--- src/rtl/bmt_pkg.sv ---
package bmt_pkg;
    localparam int OFS_CTRL   = 0;
    localparam int OFS_CNT_HI = 1;
    localparam int OFS_CNT_LO = 2;
    localparam int OFS_MOD_HI = 3;
    localparam int OFS_MOD_LO = 4;

    localparam int BIT_FLAG  = 7;
    localparam int BIT_IE    = 6;
    localparam int BIT_STOP  = 5;
    localparam int BIT_CLR   = 4;

    typedef enum logic [2:0] {
        SEL_CTRL   = 3'd0,
        SEL_CNT_HI = 3'd1,
        SEL_CNT_LO = 3'd2,
        SEL_MOD_HI = 3'd3,
        SEL_MOD_LO = 3'd4,
        SEL_NONE   = 3'd7
    } reg_sel_e;
endpackage

--- src/rtl/bmt_counter.sv ---
module bmt_counter #(
    parameter int CNT_W = 16
) (
    input  logic             clk,
    input  logic             rst_n,
    input  logic             tick,
    input  logic             stop,
    input  logic             clr,
    input  logic [CNT_W-1:0] modv,
    output logic [CNT_W-1:0] cnt,
    output logic             wrap
);
    typedef struct packed {
        logic [CNT_W-1:0] cnt;
    } cnt_state_t;

    cnt_state_t st_d, st_q;
    logic       step;

    always_comb begin
        st_d = st_q;
        step = tick && !stop && !clr;
        wrap = step && (st_q.cnt == modv);
        if (clr) begin
            st_d.cnt = '0;
        end else if (wrap) begin
            st_d.cnt = '0;
        end else if (step) begin
            st_d.cnt = st_q.cnt + 1'b1;
        end
    end

    always_ff @(posedge clk) begin
        if (!rst_n) st_q <= '0;
        else        st_q <= st_d;
    end

    assign cnt = st_q.cnt;
endmodule

--- src/rtl/bmt_readlatch.sv ---
module bmt_readlatch #(
    parameter int DATA_W = 8
) (
    input  logic              clk,
    input  logic              rst_n,
    input  logic              rd_hi,
    input  logic              rd_lo,
    input  logic [DATA_W-1:0] live_lo,
    output logic              held,
    output logic [DATA_W-1:0] lat
);
    typedef struct packed {
        logic              held;
        logic [DATA_W-1:0] lat;
    } lat_state_t;

    lat_state_t st_d, st_q;

    always_comb begin
        st_d = st_q;
        if (rd_lo) begin
            st_d.held = 1'b0;
        end else if (rd_hi && !st_q.held) begin
            st_d.held = 1'b1;
            st_d.lat  = live_lo;
        end
    end

    always_ff @(posedge clk) begin
        if (!rst_n) st_q <= '0;
        else        st_q <= st_d;
    end

    assign held = st_q.held;
    assign lat  = st_q.lat;
endmodule

--- src/rtl/bmt_ctrl.sv ---
module bmt_ctrl
    import bmt_pkg::*;
#(
    parameter int DATA_W = 8,
    localparam int CNT_W = 2 * DATA_W
) (
    input  logic              clk,
    input  logic              rst_n,
    input  logic              rd_ctrl,
    input  logic              wr_ctrl,
    input  logic              wr_mhi,
    input  logic              wr_mlo,
    input  logic [DATA_W-1:0] wdata,
    input  logic              wrap,
    output logic [CNT_W-1:0]  modv,
    output logic              flag,
    output logic              ie,
    output logic              stop,
    output logic              clr,
    output logic              inhibit,
    output logic              irq
);
    typedef struct packed {
        logic [DATA_W-1:0] mod_hi;
        logic [DATA_W-1:0] mod_lo;
        logic              flag;
        logic              arm;
        logic              ie;
        logic              stop;
        logic              inhibit;
    } ctl_state_t;

    ctl_state_t st_d, st_q;

    always_comb begin
        st_d = st_q;
        if (rd_ctrl) begin
            st_d.arm = st_q.flag;
        end
        if (wr_ctrl) begin
            st_d.ie   = wdata[BIT_IE];
            st_d.stop = wdata[BIT_STOP];
            if (st_q.arm && !wdata[BIT_FLAG]) begin
                st_d.flag = 1'b0;
            end
            st_d.arm = 1'b0;
        end
        if (wr_mhi) begin
            st_d.mod_hi  = wdata;
            st_d.inhibit = 1'b1;
        end
        if (wr_mlo) begin
            st_d.mod_lo  = wdata;
            st_d.inhibit = 1'b0;
        end
        if (wrap && !st_q.inhibit) begin
            st_d.flag = 1'b1;
        end
    end

    always_ff @(posedge clk) begin
        if (!rst_n) begin
            st_q        <= '0;
            st_q.mod_hi <= '1;
            st_q.mod_lo <= '1;
        end else begin
            st_q <= st_d;
        end
    end

    assign modv    = {st_q.mod_hi, st_q.mod_lo};
    assign flag    = st_q.flag;
    assign ie      = st_q.ie;
    assign stop    = st_q.stop;
    assign inhibit = st_q.inhibit;
    assign clr     = wr_ctrl && wdata[BIT_CLR];
    assign irq     = st_q.flag && st_q.ie && !st_q.inhibit;
endmodule

--- src/rtl/bytemod_timer.sv ---
module bytemod_timer
    import bmt_pkg::*;
#(
    parameter int          DATA_W = 8,
    parameter int          ADDR_W = 8,
    parameter logic [7:0]  BASE   = 8'h20
) (
    input  logic              clk,
    input  logic              rst_n,
    input  logic              tick,
    input  logic              rd_en,
    input  logic              wr_en,
    input  logic [ADDR_W-1:0] addr,
    input  logic [DATA_W-1:0] wdata,
    output logic [DATA_W-1:0] rdata,
    output logic              ovf_flag,
    output logic              irq
);
    localparam int CNT_W = 2 * DATA_W;

    reg_sel_e          sel;
    logic [ADDR_W-1:0] ofs;
    logic [CNT_W-1:0]  cnt, modv;
    logic              wrap, flag, ie, stop, clr, inhibit, held;
    logic [DATA_W-1:0] lat;
    logic              rd_hi, rd_lo, rd_ctrl, wr_ctrl, wr_mhi, wr_mlo;

    always_comb begin
        ofs = addr - ADDR_W'(BASE);
        case (ofs)
            ADDR_W'(OFS_CTRL):   sel = SEL_CTRL;
            ADDR_W'(OFS_CNT_HI): sel = SEL_CNT_HI;
            ADDR_W'(OFS_CNT_LO): sel = SEL_CNT_LO;
            ADDR_W'(OFS_MOD_HI): sel = SEL_MOD_HI;
            ADDR_W'(OFS_MOD_LO): sel = SEL_MOD_LO;
            default:             sel = SEL_NONE;
        endcase
    end

    assign rd_ctrl = rd_en && (sel == SEL_CTRL);
    assign rd_hi   = rd_en && (sel == SEL_CNT_HI);
    assign rd_lo   = rd_en && (sel == SEL_CNT_LO);
    assign wr_ctrl = wr_en && (sel == SEL_CTRL);
    assign wr_mhi  = wr_en && (sel == SEL_MOD_HI);
    assign wr_mlo  = wr_en && (sel == SEL_MOD_LO);

    bmt_counter #(.CNT_W(CNT_W)) u_counter (
        .clk  (clk),
        .rst_n(rst_n),
        .tick (tick),
        .stop (stop),
        .clr  (clr),
        .modv (modv),
        .cnt  (cnt),
        .wrap (wrap)
    );

    bmt_readlatch #(.DATA_W(DATA_W)) u_latch (
        .clk    (clk),
        .rst_n  (rst_n),
        .rd_hi  (rd_hi),
        .rd_lo  (rd_lo),
        .live_lo(cnt[DATA_W-1:0]),
        .held   (held),
        .lat    (lat)
    );

    bmt_ctrl #(.DATA_W(DATA_W)) u_ctrl (
        .clk    (clk),
        .rst_n  (rst_n),
        .rd_ctrl(rd_ctrl),
        .wr_ctrl(wr_ctrl),
        .wr_mhi (wr_mhi),
        .wr_mlo (wr_mlo),
        .wdata  (wdata),
        .wrap   (wrap),
        .modv   (modv),
        .flag   (flag),
        .ie     (ie),
        .stop   (stop),
        .clr    (clr),
        .inhibit(inhibit),
        .irq    (irq)
    );

    always_comb begin
        rdata = '0;
        case (sel)
            SEL_CTRL: begin
                rdata[BIT_FLAG] = flag;
                rdata[BIT_IE]   = ie;
                rdata[BIT_STOP] = stop;
            end
            SEL_CNT_HI: rdata = cnt[CNT_W-1:DATA_W];
            SEL_CNT_LO: rdata = held ? lat : cnt[DATA_W-1:0];
            SEL_MOD_HI: rdata = modv[CNT_W-1:DATA_W];
            SEL_MOD_LO: rdata = modv[DATA_W-1:0];
            default:    rdata = '0;
        endcase
    end

    assign ovf_flag = flag;
endmodule

--- config.mk ---
export PLATFORM = sky130hd
export DESIGN_NAME = bytemod_timer
export DESIGN_NICKNAME = d
export VERILOG_FILES = /design/src/rtl/bmt_pkg.sv /design/src/rtl/bmt_counter.sv /design/src/rtl/bmt_readlatch.sv /design/src/rtl/bmt_ctrl.sv /design/src/rtl/bytemod_timer.sv
export SDC_FILE = /design/constraint.sdc
export NUM_CORES = 1
export LEC_CHECK = 0
export BUFFER_PORTS_ARGS = -buffer_cell sky130_fd_sc_hd__buf_2
export CAP_MARGIN = 10
export CELL_PAD_IN_SITES_DETAIL_PLACEMENT = 2
export CELL_PAD_IN_SITES_GLOBAL_PLACEMENT = 2
export CORE_MARGIN = 1
export CORE_UTILIZATION = 35
export DETAILED_ROUTE_END_ITERATION = 8
export PLACE_DENSITY_LB_ADDON = 0.1
export SETUP_SLACK_MARGIN = 0.3
export SYNTH_ARGS = -nofsm -noshare
export SYNTH_HDL_FRONTEND = slang
export SYNTH_SLANG_ARGS = --single-unit
--- constraint.sdc ---
create_clock -name clk -period 3.2 [get_ports clk]
set_input_delay 0.64 -clock clk [delete_from_list [all_inputs] [get_ports clk]]
set_output_delay 0.64 -clock clk [all_outputs]
set_load 0.02 [all_outputs]
==> results.md <==
Worst setup path:
- The worst path buffer plus inverter count is 5.
- STA puts the critical path data arrival time at 2.18 ns.
- The capture instance of the worst register-to-register path is u_counter.cnt[14].
- In this run the register-to-register setup slack is ~1.2 ns.
- In this design, the largest share of critical-path delay is due to buffers and inverters.
- The highest net fanout along the worst path is 6.
- Traced cell by cell, the critical path runs through buf_2 > inv_1 > ha_4 > nand4bb_4 > buf_6 > nor4_4 > buf_6 > a22oi_1 > nand2_1 > buf_2.
- The element type at the critical path start is a primary input.
- For this design, the slowest cell found on the critical path is ha_4.
- The critical setup path kind is in2out.
- The worst path required time is 2.56 ns.
- The startpoint identified for the worst register-to-register timing path is u_counter.cnt[3].
- Measured in cells, the most critical reg-to-reg path has a length of 4.
- The maximum single-stage delay on the critical path is ~0.28 ns.
- STA classifies the critical path endpoint as a primary output.

Layout:
- The post-route netlist has 17.4% of its cells at a drive strength greater than 1.
- The number of antenna diodes in the final layout is 0.
- The final cell count without fillers is approximately 460.
- Cells fill about two fifths of the core in the end.
- After the last flow step, the layout net total stands at around 380.
- The area growth from synthesis to layout is 15.3%.

STA:
- The actual slew at the worst max-slew pin is 0.633 ns.
- Summed over all failing endpoints, the final setup total negative slack is 0 ns.
- Setup violations remaining at the end of the flow were counted as 0.
- Between clock sinks in the finished design, the worst skew comes to between 0.01 and 0.015 ns.
- Headroom to the max-slew limit came out at 57.7%.
- Based on the critical path, the design can be clocked at up to 0.355 GHz.
- The final hold violation count was 0.
- Dividing the final minimum period by the clock period gives 88.1%.
- The max-slew violation count is 0.
- Setup repair after global routing left no endpoint under its margin.
- The clock period could shrink to 2.82 ns.

Global route:
- The via count of the first global-routing pass is 2873.
- The total track usage is 24.0%.
- The number of antenna violations at the first check in global routing came to 0.
- The maximum number of pins on one net before global-route repair is 34.
- The first global-routing pass estimated 15600 um of wire.
- The remaining global-route overflow is 0.

Die:
- The floorplan die width is 91.2 um.
- The floorplan step set the die height to 91.2 um.
- 31 I/O pins were placed.
- The initial core utilization is 36.1%.
- The core region is between 0.007 and 0.008 mm^2.
- The standard-cell row count is 32.
- The floorplan step defined a die boundary enclosing 0.00833 mm^2.

Clock network:
- The count of H-tree levels built during CTS is 2.
- TritonCTS created 5 clock buffers.
- The clock passes through at most 2 buffers.
- The clock root buffer is clkbuf_8.
- Buffers inserted to repair hold after CTS numbered 0.
- TritonCTS built the clock tree.
- The later pin in the worst-skew pair is clocked with a latency of 0.31 ns.
- After clock tree synthesis, the clock-pin slew on the worst setup and hold paths is approximately 0.090 ns.
- The clock net in this run drives a total of 46 sinks.

Min path:
- The worst min-delay path category is reg2reg.
- The worst hold path terminates at u_latch.lat[7].
- In this run the most critical hold path is launched from u_latch.lat[7].
- The worst hold path passes through 2 cells.

Synthesis:
- The number of different library cells in the post-synthesis netlist is 46.
- Averaged over all synthesized cells, the footprint is about 8.2 um^2.
- The proportion of netlist area held by the largest area contributor is ~33%.
- The warning count from the yosys run is 0.
- Synthesis produced 338 cells.
- The largest area contributor in the netlist is dfxtp_1.
- The sequential cell area fraction in the yosys report is between 30% and 40%.
- The number of nets in the synthesized netlist is 361.
- Sorting the synthesized cells by area gives the leading types as dfxtp_1 33%, nand3_1 7.5%, o21ai_0 5.9%.
- The mapped netlist covers between 0.002 and 0.003 mm^2.
- After synthesis the netlist holds a flip-flop and latch count of 46.

Pwr:
- For this design the ratio of total power to cell area is 360 mW/mm^2.
- The power consumption is ~1.2 mW.
- VDD sags by at most 0.141 mV.
- The static leakage is 1.10 nW.

Route:
- After detailed routing, the number of remaining DRC violations is 0.
- The average wire per cell in the routed design is 21.1 um.
- In the routed layout, each cell is associated on average with a via count of 6.00.
- The starting DRC count in detailed routing is 73.
- For this run, the detailed router's first-pass iteration total came to 4.
- The count of nets left with antenna violations once routing finished came out at 0.
- The total wire length after detailed routing is between 9000 and 10000 um.
- The via count of the routed design is around 2700.

Placed design:
- The number of port buffers is 30.
- The total half-perimeter wirelength after legalization and detailed placement is 6890 um.
- The congestion estimate from routability-driven global placement came to 0.747.
- The number of placed cells counting well taps is 448.

Job:
- The tool flagged a number of max-cap violations equal to 0.

Status:
- The flow ran to the end, and the final reports show no timing, DRC or antenna violations.
## routing by layer
metal,GRT usage (%),up-vias,wire length (um)
met3,3.35,9,283
li1,-,1305,-
met2,41.8,46,4720
met1,31.4,1386,4550
met5,0,-,0
met4,4.76,0,90
## synth_stat cells (all sizes together)
cell,instances
a21boi,10
a21oi,1
a221oi,16
a22oi,10
a41o,1
and2,2
and3,4
and4,2
buf,14
clkbuf,18
dfxtp,46
ha,2
inv,9
mux2i,10
nand2,32
nand2b,3
nand3,42
nand3b,1
nand4,9
nand4bb,2
nor2,3
nor2b,3
nor3b,1
nor4,5
nor4bb,1
o211ai,1
o21ai,35
o311a,1
o311ai,2
o31ai,13
or3,3
or3b,1
or4,17
xnor2,17
xor2,1
## layout by cell type, fill, tap and decap left out, types with 5 or more instances in the layout
| cell type | netlist | layout |
|---|---|---|
| o21ai_0 | 33 | 33 |
| nand2_1 | 32 | 32 |
| a221oi_1 | 14 | 14 |
| xnor2_1 | 17 | 17 |
| clkbuf_8 | 0 | 5 |
| inv_1 | 9 | 9 |
| o31ai_1 | 13 | 13 |
| a22oi_1 | 10 | 10 |
| nand3_1 | 42 | 42 |
| a21boi_0 | 9 | 9 |
| dfxtp_1 | 46 | 46 |
| or4_1 | 17 | 17 |
| buf_4 | 2 | 9 |
| mux2i_1 | 10 | 10 |
| nand4_1 | 9 | 9 |
| buf_2 | 8 | 30 |
## worst max path at each step
stage,start,to,cells after the start
6_report,addr[5],rdata[4],10
5_1_grt,addr[5],rdata[4],10
4_1_cts,addr[5],rdata[4],10
3_5_place_dp,addr[5],rdata[4],8
3_3_place_gp,addr[5],rdata[4],10
2_1_floorplan,addr[5],rdata[5],8
## worst min-delay path: cells and delay by family, from the launching register on
family | cells | cell delay [ns]
flops | 1 | 0.32
compound gates | 2 | 0.13
## cells by family after synthesis
| kind of cell | Yosys count | share of synthesized area, % |
|---|---|---|
| XOR/XNOR | 18 | 5.92 |
| buffers and inverters | 41 | 6.73 |
| AO/OA/AOI/OAI | 90 | 22.8 |
| multiplexers | 10 | 3.59 |
| flip-flops | 46 | 33.0 |
| adder cells (fa/ha/maj) | 2 | 0.898 |
| AND/OR/NAND/NOR | 131 | 27.0 |
## timing repair
action / in CTS / in global routing
pin swaps: 0 / 2
resized for setup: 2 / 8
cloned: 0 / 0
buffers inserted: 2 / 0
setup endpoints to repair: 8 / 8
## registers in the layout, summed over array words and instances, names as in the netlist
| name | flops |
|---|---|
| u_ctrl.stop | 1 |
| u_ctrl.inhibit | 1 |
| u_ctrl.ie | 1 |
| u_ctrl.flag | 1 |
| u_latch.held | 1 |
| u_ctrl.st_q | 1 |
| u_ctrl.modv | 16 |
| u_latch.lat | 8 |
| u_counter.cnt | 16 |
## layout make-up
| class | instances | area [um^2] |
|---|---|---|
| inverters | 9 | 33.8 |
| clock inverters | 3 | 47.5 |
| repair buffers | 42 | 260 |
| well taps | 102 | 128 |
| flip-flops and latches | 46 | 921 |
| clock buffers | 5 | 68.8 |
| fillers | 872 | 4510 |
| multi-input cells | 251 | 1750 |
## report_power, final
| group | total (mW) | leakage [nW] | internal (mW) | switching [mW] |
|---|---|---|---|---|
| registers | 0.580 | 0.371 | 0.575 | 0.00539 |
| clock network | 0.469 | 0.0591 | 0.239 | 0.230 |
| logic | 0.109 | 0.673 | 0.0388 | 0.0698 |
## per-stage QoR
stage,setup slack (ns),area [um^2],hold WS (ns)
after floorplan,0.340,2790,0.448
after global placement,0.243,3010,0.465
after detailed placement,0.207,3010,0.481
after CTS,0.317,3150,0.495
after global routing,0.301,3210,0.526
final,0.382,3210,0.497
No activity file was read; power rests on OpenSTA's default activity.
